File: src/rtl/wt_snoop_pkg.sv
package wt_snoop_pkg;

  typedef enum logic [1:0] {
    ST_IDLE    = 2'd0,
    ST_RD_REQ  = 2'd1,
    ST_RD_WAIT = 2'd2,
    ST_WR_REQ  = 2'd3
  } ctl_state_t;

  localparam logic CMD_READ  = 1'b0;
  localparam logic CMD_WRITE = 1'b1;

endpackage

File: src/rtl/wt_line_store.sv
module wt_line_store #(
  parameter int AW    = 12,
  parameter int DW    = 16,
  parameter int LINES = 8
) (
  input  logic                        clk,
  input  logic                        rst_n,
  input  logic [AW-1:0]               lk_addr,
  output logic                        lk_hit,
  output logic [DW-1:0]               lk_data,
  input  logic [AW-1:0]               snp_addr,
  output logic                        snp_hit,
  input  logic                        inv_en,
  input  logic                        fill_en,
  input  logic [AW-1:0]               fill_addr,
  input  logic [DW-1:0]               fill_data,
  input  logic                        upd_en,
  input  logic [$clog2(LINES)-1:0]    upd_idx,
  input  logic [DW-1:0]               upd_data
);

  localparam int IDX_W = $clog2(LINES);
  localparam int TAG_W = AW - IDX_W;

  logic [LINES-1:0] vld_q, vld_d;
  logic [TAG_W-1:0] tag_q [LINES];
  logic [DW-1:0]    dat_q [LINES];

  logic [IDX_W-1:0] lk_idx, snp_idx, fill_idx;
  logic [TAG_W-1:0] lk_tag, snp_tag;

  assign lk_idx   = lk_addr[IDX_W-1:0];
  assign lk_tag   = lk_addr[AW-1:IDX_W];
  assign snp_idx  = snp_addr[IDX_W-1:0];
  assign snp_tag  = snp_addr[AW-1:IDX_W];
  assign fill_idx = fill_addr[IDX_W-1:0];

  assign lk_hit  = vld_q[lk_idx] && (tag_q[lk_idx] == lk_tag);
  assign lk_data = dat_q[lk_idx];
  assign snp_hit = vld_q[snp_idx] && (tag_q[snp_idx] == snp_tag);

  // presence next state: a fill wins over an invalidation of the old line
  always_comb begin
    vld_d = vld_q;
    if (inv_en)  vld_d[snp_idx]  = 1'b0;
    if (fill_en) vld_d[fill_idx] = 1'b1;
  end

  always_ff @(posedge clk or negedge rst_n) begin
    if (!rst_n) vld_q <= '0;
    else        vld_q <= vld_d;
  end

  always_ff @(posedge clk) begin
    if (fill_en) begin
      tag_q[fill_idx] <= fill_addr[AW-1:IDX_W];
      dat_q[fill_idx] <= fill_data;
    end else if (upd_en) begin
      dat_q[upd_idx] <= upd_data;
    end
  end


  fill_vld_chk: assert property (@(posedge clk) disable iff (!rst_n)
    fill_en |=> vld_q[$past(fill_idx)]);

endmodule

File: src/rtl/wt_snoop_filter.sv
module wt_snoop_filter #(
  parameter int AW    = 12,
  parameter int MID_W = 2,
  parameter int MY_ID = 1
) (
  input  logic             clk,
  input  logic             rst_n,
  input  logic             snp_valid,
  input  logic             snp_we,
  input  logic [AW-1:0]    snp_addr,
  input  logic [MID_W-1:0] snp_mid,
  input  logic             snp_hit,
  input  logic             pend_rd,
  input  logic [AW-1:0]    pend_addr,
  output logic             inv_en,
  output logic             kill_hit
);

  localparam logic [MID_W-1:0] OWN_ID = MID_W'(MY_ID);

  logic foreign_wr;

  assign foreign_wr = snp_valid && snp_we && (snp_mid != OWN_ID);
  assign inv_en     = foreign_wr && snp_hit;
  assign kill_hit   = foreign_wr && pend_rd && (snp_addr == pend_addr);


  own_ignore_chk: assert property (@(posedge clk) disable iff (!rst_n)
    (snp_valid && (snp_mid == OWN_ID || !snp_we)) |-> (!inv_en && !kill_hit));

endmodule

File: src/rtl/wt_line_ctl.sv
module wt_line_ctl #(
  parameter int AW = 12,
  parameter int DW = 16
) (
  input  logic          clk,
  input  logic          rst_n,
  input  logic          cpu_req,
  input  logic          cpu_we,
  input  logic [AW-1:0] cpu_addr,
  input  logic [DW-1:0] cpu_wdata,
  output logic          cpu_ready,
  output logic          rsp_valid,
  output logic [DW-1:0] rsp_data,
  input  logic          lk_hit,
  input  logic [DW-1:0] lk_data,
  output logic          bus_req,
  output logic          bus_cmd,
  output logic [AW-1:0] bus_addr,
  output logic [DW-1:0] bus_wdata,
  input  logic          bus_gnt,
  input  logic          bus_rvalid,
  input  logic [DW-1:0] bus_rdata,
  input  logic          kill_hit,
  output logic          pend_rd,
  output logic [AW-1:0] req_addr,
  output logic          fill_en,
  output logic          upd_en
);

  import wt_snoop_pkg::*;

  ctl_state_t    state_q, state_d;
  logic          kill_q, kill_d;
  logic          rsp_v_q, rsp_v_d;
  logic [AW-1:0] addr_q, addr_d;
  logic [DW-1:0] wdata_q, wdata_d;
  logic [DW-1:0] rdata_q, rdata_d;
  logic          addr_en, rdata_en;
  logic          kill_now;

  assign kill_now = kill_q || kill_hit;

  always_comb begin
    state_d  = state_q;
    kill_d   = kill_q;
    rsp_v_d  = 1'b0;
    addr_d   = addr_q;
    wdata_d  = wdata_q;
    rdata_d  = rdata_q;
    addr_en  = 1'b0;
    rdata_en = 1'b0;
    fill_en  = 1'b0;
    upd_en   = 1'b0;
    case (state_q)
      ST_IDLE: begin
        if (cpu_req) begin
          if (cpu_we) begin
            state_d = ST_WR_REQ;
            addr_d  = cpu_addr;
            wdata_d = cpu_wdata;
            addr_en = 1'b1;
          end else if (lk_hit) begin
            rsp_v_d  = 1'b1;
            rdata_d  = lk_data;
            rdata_en = 1'b1;
          end else begin
            state_d = ST_RD_REQ;
            addr_d  = cpu_addr;
            addr_en = 1'b1;
            kill_d  = 1'b0;
          end
        end
      end
      ST_RD_REQ: begin
        kill_d = kill_now;
        if (bus_gnt) state_d = ST_RD_WAIT;
      end
      ST_RD_WAIT: begin
        kill_d = kill_now;
        if (bus_rvalid) begin
          kill_d = 1'b0;
          if (kill_now) begin
            state_d = ST_RD_REQ;
          end else begin
            fill_en  = 1'b1;
            rsp_v_d  = 1'b1;
            rdata_d  = bus_rdata;
            rdata_en = 1'b1;
            state_d  = ST_IDLE;
          end
        end
      end
      ST_WR_REQ: begin
        if (bus_gnt) begin
          upd_en  = lk_hit;
          rsp_v_d = 1'b1;
          state_d = ST_IDLE;
        end
      end
      default: state_d = ST_IDLE;
    endcase
  end

  always_ff @(posedge clk or negedge rst_n) begin
    if (!rst_n) begin
      state_q <= ST_IDLE;
      kill_q  <= 1'b0;
      rsp_v_q <= 1'b0;
    end else begin
      state_q <= state_d;
      kill_q  <= kill_d;
      rsp_v_q <= rsp_v_d;
    end
  end

  always_ff @(posedge clk) begin
    if (addr_en) begin
      addr_q  <= addr_d;
      wdata_q <= wdata_d;
    end
    if (rdata_en) rdata_q <= rdata_d;
  end

  assign cpu_ready = (state_q == ST_IDLE);
  assign bus_req   = (state_q == ST_RD_REQ) || (state_q == ST_WR_REQ);
  assign bus_cmd   = (state_q == ST_WR_REQ) ? CMD_WRITE : CMD_READ;
  assign bus_addr  = addr_q;
  assign bus_wdata = wdata_q;
  assign rsp_valid = rsp_v_q;
  assign rsp_data  = rdata_q;
  assign pend_rd   = (state_q == ST_RD_REQ) || (state_q == ST_RD_WAIT);
  assign req_addr  = addr_q;


  bus_hold_chk: assert property (@(posedge clk) disable iff (!rst_n)
    (bus_req && !bus_gnt) |=> (bus_req && $stable(bus_cmd) && $stable(bus_addr) && $stable(bus_wdata)));


  wr_ack_chk: assert property (@(posedge clk) disable iff (!rst_n)
    (bus_req && bus_gnt && bus_cmd == CMD_WRITE) |=> (rsp_valid && cpu_ready));


  rd_hit_chk: assert property (@(posedge clk) disable iff (!rst_n)
    (cpu_ready && cpu_req && !cpu_we && lk_hit) |=> (rsp_valid && !bus_req));


  retry_chk: assert property (@(posedge clk) disable iff (!rst_n)
    (state_q == ST_RD_WAIT && bus_rvalid && kill_now) |=> (bus_req && !rsp_valid && bus_cmd == CMD_READ));


  ready_excl_chk: assert property (@(posedge clk) disable iff (!rst_n)
    cpu_ready |-> !bus_req);

endmodule

File: src/rtl/wt_snoop_cache.sv
module wt_snoop_cache #(
  parameter int AW    = 12,
  parameter int DW    = 16,
  parameter int LINES = 8,
  parameter int MID_W = 2,
  parameter int MY_ID = 1
) (
  input  logic             clk,
  input  logic             rst_n,
  input  logic             cpu_req,
  input  logic             cpu_we,
  input  logic [AW-1:0]    cpu_addr,
  input  logic [DW-1:0]    cpu_wdata,
  output logic             cpu_ready,
  output logic             rsp_valid,
  output logic [DW-1:0]    rsp_data,
  output logic             bus_req,
  output logic             bus_cmd,
  output logic [AW-1:0]    bus_addr,
  output logic [DW-1:0]    bus_wdata,
  input  logic             bus_gnt,
  input  logic             bus_rvalid,
  input  logic [DW-1:0]    bus_rdata,
  input  logic             snp_valid,
  input  logic             snp_we,
  input  logic [AW-1:0]    snp_addr,
  input  logic [MID_W-1:0] snp_mid
);

  localparam int IDX_W = $clog2(LINES);

  logic          lk_hit, snp_hit, inv_en, kill_hit, pend_rd;
  logic          fill_en, upd_en;
  logic [DW-1:0] lk_data;
  logic [AW-1:0] req_addr, lk_addr;

  // idle: look up the incoming request; busy: look up the held one
  assign lk_addr = cpu_ready ? cpu_addr : req_addr;

  wt_line_ctl #(.AW(AW), .DW(DW)) i_ctl (
    .clk        (clk),
    .rst_n      (rst_n),
    .cpu_req    (cpu_req),
    .cpu_we     (cpu_we),
    .cpu_addr   (cpu_addr),
    .cpu_wdata  (cpu_wdata),
    .cpu_ready  (cpu_ready),
    .rsp_valid  (rsp_valid),
    .rsp_data   (rsp_data),
    .lk_hit     (lk_hit),
    .lk_data    (lk_data),
    .bus_req    (bus_req),
    .bus_cmd    (bus_cmd),
    .bus_addr   (bus_addr),
    .bus_wdata  (bus_wdata),
    .bus_gnt    (bus_gnt),
    .bus_rvalid (bus_rvalid),
    .bus_rdata  (bus_rdata),
    .kill_hit   (kill_hit),
    .pend_rd    (pend_rd),
    .req_addr   (req_addr),
    .fill_en    (fill_en),
    .upd_en     (upd_en)
  );

  wt_line_store #(.AW(AW), .DW(DW), .LINES(LINES)) i_store (
    .clk       (clk),
    .rst_n     (rst_n),
    .lk_addr   (lk_addr),
    .lk_hit    (lk_hit),
    .lk_data   (lk_data),
    .snp_addr  (snp_addr),
    .snp_hit   (snp_hit),
    .inv_en    (inv_en),
    .fill_en   (fill_en),
    .fill_addr (req_addr),
    .fill_data (bus_rdata),
    .upd_en    (upd_en),
    .upd_idx   (req_addr[IDX_W-1:0]),
    .upd_data  (bus_wdata)
  );

  wt_snoop_filter #(.AW(AW), .MID_W(MID_W), .MY_ID(MY_ID)) i_filter (
    .clk       (clk),
    .rst_n     (rst_n),
    .snp_valid (snp_valid),
    .snp_we    (snp_we),
    .snp_addr  (snp_addr),
    .snp_mid   (snp_mid),
    .snp_hit   (snp_hit),
    .pend_rd   (pend_rd),
    .pend_addr (req_addr),
    .inv_en    (inv_en),
    .kill_hit  (kill_hit)
  );

endmodule

File: config.mk
export PLATFORM = sky130hd
export DESIGN_NAME = wt_snoop_cache
export DESIGN_NICKNAME = d
export VERILOG_FILES = /design/src/rtl/wt_snoop_pkg.sv /design/src/rtl/wt_line_store.sv /design/src/rtl/wt_snoop_filter.sv /design/src/rtl/wt_line_ctl.sv /design/src/rtl/wt_snoop_cache.sv
export SDC_FILE = /design/constraint.sdc
export NUM_CORES = 1
export LEC_CHECK = 0
export BUFFER_PORTS_ARGS = -buffer_cell sky130_fd_sc_hd__buf_2
export CAP_MARGIN = 20
export CORE_MARGIN = 8
export CORE_UTILIZATION = 40
export DETAILED_ROUTE_END_ITERATION = 8
export GPL_ROUTABILITY_DRIVEN = 0
export HOLD_SLACK_MARGIN = 0.12
export REMOVE_ABC_BUFFERS = 1
export SYNTH_ARGS = -nofsm -noshare
export SYNTH_HDL_FRONTEND = slang
export SYNTH_SLANG_ARGS = --single-unit
File: constraint.sdc
create_clock -name clk -period 5.2 [get_ports clk]
set_input_delay 0.52 -clock clk [delete_from_list [all_inputs] [get_ports clk]]
set_output_delay 0.52 -clock clk [all_outputs]
set_load 0.05 [all_outputs]
==> reports/results.tsv, run 1 <==
metric	value	unit
initial DRC count	612	
Max-slew headroom	28.3	%
max-cap viol count	0	
setup ws final	0.516	ns
Fmax	0.214	GHz
Cell Chain, Critical Path	inv_1 > ha_1 > buf_4 > mux2i_4 > mux4_2 > o2111a_1 > nor4_2 > and4bb_2 > a41oi_1 > nor4_2 > buf_4	
commonest cells after routing, fill and taps aside	edfxtp_1 (244), buf_2 (113), nand2_1 (74)	
Final Max Slew Viols	0	
Period Utilization, post-route	90.1	%
IO Pins	114	
Worst R2R Path Depth	11	
TritonCTS Buffers	28	
DRT antenna net count	0	
Area growth, synth to finish	19.5	%
syn_area_per_cell	16.0	µm²
first-pass GRT wire length	45500	µm
# diodes	0	
reg2reg setup slack	0.52	ns
Max Fanout on Critical Path	29	
Synth top area share	63.1	%
reg2reg start	i_ctl.state_q[1]	
Ys Warns	0	
area of the core	0.0286	mm²
worst r2r dst	i_store.dat_q[0][8]	
Least-Margin Pin Slew	1.07	ns
Root Driver	clkbuf_16	
ys async rst share	4.69	%
fillcell total	2438	
pwr/cell area	487	mW/mm²
mapped cell area	0.0116	mm²
WS Path Type	reg2reg	
RSZ-0062 raised after global routing	false	
Clock Sink Count	256	
startpoint type of the worst setup path	flip-flop	
cell taking the most area after synthesis	edfxtp_1	
arrival time worst endpoint	4.90	ns
clk buf depth	3	
dominant cells by area after synthesis	edfxtp_1 (63%), mux4_2 (8.3%), mux2i_1 (4.3%)	
Worst Hold Slack	0.145	ns
#FFs+latches synth	256	
Port-buffer cells	113	
Worst EP required	5.42	ns
Finished Core Util	48.5	%
post-synth cell types	66	
final hold vios	0	
clk_lat worst skew	0.55	ns
CTS H-tree depth	1	
die area	0.0347	mm²
Min Clock Period, post-route	4.68	ns
largest net degree at the start of global routing	39	
Leak Pwr	4.89	nW
Vias/cell	5.53	
slowest CP cell	mux2i_4	
Cells after DPL	1213	
outcome	finished, final reports clean	
CTS tree	done	
via count	7060	
EDFF count, synth	244	
Clock Skews	0.0236	ns
synthesized netlist cell count	725	
Clk pin slew, worst setup/hold paths	0.06	ns
Initial Util	40.6	%
CP endpoint kind	flip-flop	
Main synth FF type	edfxtp_1	
worst hold endpoint	i_ctl.bus_wdata[1]	
DP HPWL	19800	µm
initial antenna violation count	0	
final global-route overflow total	0	
Post-Place Cell Area	0.0127	mm²
Setup Viol. Count Final	0	
vias in the first global route	7371	
# rows	62	
nets	943	
Max rail drop VDD	327	µV
final design area excluding fillers	0.0139	mm²
gr usage total	16.8	%
fraction of layout cells with a size suffix above 1	31.7	%
slowest stage delay, CP	0.71	ns
Routed WL	30100	µm
die width	186	µm
cell depth of the worst min-delay path	1	
Post-Layout Cell Count	1277	
commonest non-fill, non-tap cell in the layout	edfxtp_1	
DRC viols	0	
Routed wire per std cell	23.6	µm
pre-CTS WS	0.603	ns
die height	186	µm
drt first pass iters	5	
hold path start	cpu_wdata[1]	
Seq/Total Area, Yosys	65.7	%
Min-Delay Path Class	in2reg	
[through the flow]
step | power [mW] | TNS [ns]
after floorplan | 4.08 | -640.26
after CTS | 6.82 | 0
after global placement | 4.69 | 0
after detailed placement | 4.70 | 0
after global routing | 7.05 | 0
final | 6.76 | 0
[worst max-delay path: cells and delay by family, from the launching register on]
kind / cells / cell delay, ns
buffers and inverters: 3 / 0.88
AND/OR/NAND/NOR: 3 / 0.98
flip-flops: 1 / 0.40
multiplexers: 2 / 1.12
adder cells (fa/ha/maj): 1 / 0.25
AO/OA/AOI/OAI: 2 / 0.68
[how the worst max path moves through the flow]
stage / startpoint / end / slack [ns]
2_1_floorplan: i_ctl.state_q[0] / i_store.dat_q[0][0] / -2.91
3_3_place_gp: i_ctl.state_q[1] / i_store.dat_q[4][6] / 0.71
3_5_place_dp: i_ctl.state_q[1] / i_store.dat_q[0][6] / 0.60
4_1_cts: i_ctl.state_q[1] / i_store.dat_q[0][8] / 0.51
5_1_grt: i_ctl.state_q[1] / i_store.dat_q[0][8] / 0.27
6_report: i_ctl.state_q[1] / i_store.dat_q[0][8] / 0.52
[cells by family after synthesis]
| kind of cell | share of synthesized area (%) |
|---|---|
| AO/OA/AOI/OAI | 6.09 |
| XOR/XNOR | 1.81 |
| adder cells (fa/ha/maj) | 0.539 |
| buffers and inverters | 2.23 |
| flip-flops | 65.7 |
| multiplexers | 16.4 |
| AND/OR/NAND/NOR | 7.25 |
[power breakdown]
part,switching (mW),internal [mW],total (mW),leakage (nW)
logic,1.28,0.780,2.06,2.07
registers,0.121,2.48,2.60,2.35
clock network,0.814,1.29,2.10,0.470
total,2.22,4.55,6.76,4.89
[area by class of cell]
type | count | area, µm² | area share, %
Clock buffer | 30 | 708 | 5.10
Clock inverter | 21 | 288 | 2.07
Inverter | 15 | 56.3 | 0.406
Multi-Input combinational cell | 416 | 3800 | 27.4
Sequential cell | 256 | 7630 | 55.0
Tap cell | 384 | 480 | 3.46
Timing Repair Buffer | 155 | 913 | 6.58
[timing repair]
| item | 4_1_cts | 5_1_grt |
|---|---|---|
| gates resized for setup | 0 | 0 |
| hold endpoints to repair | 24 | 0 |
| endpoints found under the setup margin | 0 | 0 |
| setup buffers | 0 | 0 |
| hold buffers | 13 | 0 |
[sequential cells by signal, summed over array words and instances (netlist names)]
register	flops
i_store.vld_q	8
i_ctl.rsp_valid	1
i_ctl.bus_addr	12
i_ctl.rsp_data	16
i_store.tag_q	72
i_ctl.bus_wdata	16
i_store.dat_q	128
i_ctl.state_q	2
i_ctl.kill_q	1
[cell usage after synthesis (all sizes together), types with 3 or more instances]
cell    instances
o21ai          24
o211ai          3
ha              5
a22oi           3
and3            3
buf            27
nand4           5
xor2            7
clkbuf         11
a221oi          8
nor3           14
nand3          19
inv            15
edfxtp        244
nor2           20
o22ai           7
nor4            7
nor2b           3
a31oi           5
dfrtp          12
nand2          75
a32o            4
o31ai           6
xnor2          17
mux4           45
a21o            3
and2            3
nand2b         13
mux2i          52
a32oi           6
a21oi           3
mux2           28
[per-layer routing]
layer  routed length [µm]  part of all wire (%)  up-vias  global-route usage (%)
met5                    0                     0        -                       0
met4                  582                   1.9        0                    3.69
met3                 2040                   6.8       45                    3.71
met2                14800                    49      277                    28.1
met1                12700                    42     3563                    22.1
li1                     -                     -     3175                       -
Note: power is estimated with default switching activity, not from simulation.
==> run 2: changes to the inputs <==
==> constraint.sdc (replaced) <==
create_clock -name clk -period 4.03 [get_ports clk]
set_input_delay 0.403 -clock clk [delete_from_list [all_inputs] [get_ports clk]]
set_output_delay 0.403 -clock clk [all_outputs]
set_load 0.05 [all_outputs]
==> reports/results.tsv, run 2 (synthesis results as in run 1) <==
metric	value	unit
Worst Hold Slack	0.140	ns
RSZ-0062 raised after global routing	false	
max-cap viol count	0	
Min-Delay Path Class	in2reg	
initial DRC count	634	
Root Driver	clkbuf_16	
DP HPWL	20800	µm
Fmax	0.259	GHz
final global-route overflow total	0	
CTS H-tree depth	1	
Clock Sink Count	256	
first-pass GRT wire length	47900	µm
slowest CP cell	mux2_2	
die height	186	µm
# diodes	0	
Leak Pwr	5.19	nW
initial antenna violation count	0	
fraction of layout cells with a size suffix above 1	34.5	%
slowest stage delay, CP	0.41	ns
commonest cells after routing, fill and taps aside	edfxtp_1 (244), buf_2 (113), nand2_1 (74)	
WS Path Type	reg2reg	
setup_tns	0	ns
via count	7382	
clk buf depth	3	
Routed wire per std cell	23.8	µm
largest net degree at the start of global routing	37	
max FFs per register	128	
Min Clock Period, post-route	3.87	ns
Final Max Slew Viols	0	
Worst EP required	4.32	ns
arrival time worst endpoint	4.16	ns
area of the core	0.0286	mm²
biggest regs	i_store.dat_q (128), i_store.tag_q (72)	
Bufs and invs on worst path	5	
Crit path max-delay family	multiplexers	
TritonCTS Buffers	28	
Max Fanout on Critical Path	15	
final hold vios	0	
vias in the first global route	7824	
Max-slew headroom	36.2	%
die area	0.0347	mm²
CTS tree	done	
Vias/cell	5.53	
Cell Chain, Critical Path	inv_1 > ha_4 > buf_12 > mux2_4 > buf_4 > mux2i_1 > a32o_1 > nor3_1 > o211a_1 > nand3b_1 > nor4_4 > buf_4 > buf_12 > mux2_2	
Clock Skews	0.0316	ns
Setup Viol. Count Final	0	
outcome	finished, final reports clean	
die width	186	µm
pwr/cell area	620	mW/mm²
most flop-heavy register	i_store.dat_q	
Routed WL	31700	µm
total power	8.99	mW
Clk pin slew, worst setup/hold paths	0.06	ns
clk_lat worst skew	0.56	ns
Period Utilization, post-route	95.9	%
Port-buffer cells	113	
DRT antenna net count	0	
Max rail drop VDD	367	µV
drt first pass iters	5	
gr usage total	17.7	%
nets	999	
Area growth, synth to finish	25.0	%
# rows	62	
IO Pins	114	
Initial Util	40.6	%
startpoint type of the worst setup path	flip-flop	
Least-Margin Pin Slew	0.958	ns
commonest non-fill, non-tap cell in the layout	edfxtp_1	
DRC viols	0	
CP endpoint kind	flip-flop	
[run 2: changes by cell type in the layout (fill, tap and decap cells not counted), moves of 3 or more]
| cell | before | now |
|---|---|---|
| buf_12 | 0 | 12 |
| buf_4 | 29 | 55 |
| clkinv_2 | 5 | 8 |
| dlygate4sd3_1 | 13 | 29 |
[run 2: layer usage]
metal	global-route usage [%]	vias to the layer above	routed length, µm
li1	-	3290	-
met1	22.3	3739	12900
met2	30.4	287	15800
met3	3.43	66	2170
met4	5.42	0	920
met5	0	-	0
[run 2: power breakdown]
part | total (mW) | leakage (nW) | internal [mW] | switching [mW]
clock network | 2.61 | 0.461 | 1.54 | 1.06
registers | 3.33 | 2.35 | 3.20 | 0.133
logic | 3.05 | 2.38 | 1.26 | 1.79
total | 8.99 | 5.19 | 6.00 | 2.99
[run 2: worst paths after layout]
check | startpoint | end | slack, ns | cells past startpoint
max in group asynchronous | rst_n | i_ctl.kill_q | 3.47 | 2
min reg2reg | i_store.vld_q[2] | i_store.vld_q[2] | 0.54 | 2
max | i_ctl.state_q[0] | i_store.dat_q[5][2] | 0.16 | 14
min | cpu_addr[0] | i_ctl.bus_addr[0] | 0.14 | 1
min in group asynchronous | rst_n | i_ctl.state_q[0] | 0.29 | 2
max reg2reg | i_ctl.state_q[0] | i_store.dat_q[5][2] | 0.16 | 14
[run 2: worst reg2reg max path, delay by kind of cell, from the launching register on]
family                   cells  cell delay [ns]
adder cells (fa/ha/maj)      1             0.22
multiplexers                 3             0.97
flip-flops                   1             0.37
buffers and inverters        5             0.86
AO/OA/AOI/OAI                2             0.48
AND/OR/NAND/NOR              3             0.68
[run 2: through the flow]
stage	instance area, µm²	setup WS, ns	std cells	util, %
after global placement	13100	0.0827	1238	45.6
after CTS	14300	0.0676	1321	50.1
after floorplan	11400	-4.08	687	-
final	14500	0.165	1334	50.7
after global routing	14500	0.00507	1334	50.7
after detailed placement	13100	-0.0172	1238	45.6
[run 2: layout make-up]
| cell class | instances | area (µm²) |
|---|---|---|
| fillers | 2424 | 14100 |
| flip-flops and latches | 256 | 7630 |
| multi-input cells | 416 | 3840 |
| repair buffers | 211 | 1560 |
| clock buffers | 32 | 716 |
| well taps | 384 | 480 |
| clock inverters | 20 | 238 |
| inverters | 15 | 56.3 |
[run 2: timing repair]
action                                 4_1_cts  5_1_grt
endpoints found under the hold margin       40        0
hold buffers                                29        0
cloned                                       0        2
gates resized for setup                      1        6
buffers inserted                             2       11
setup endpoints to repair                  112      212
pin swaps                                    1        5
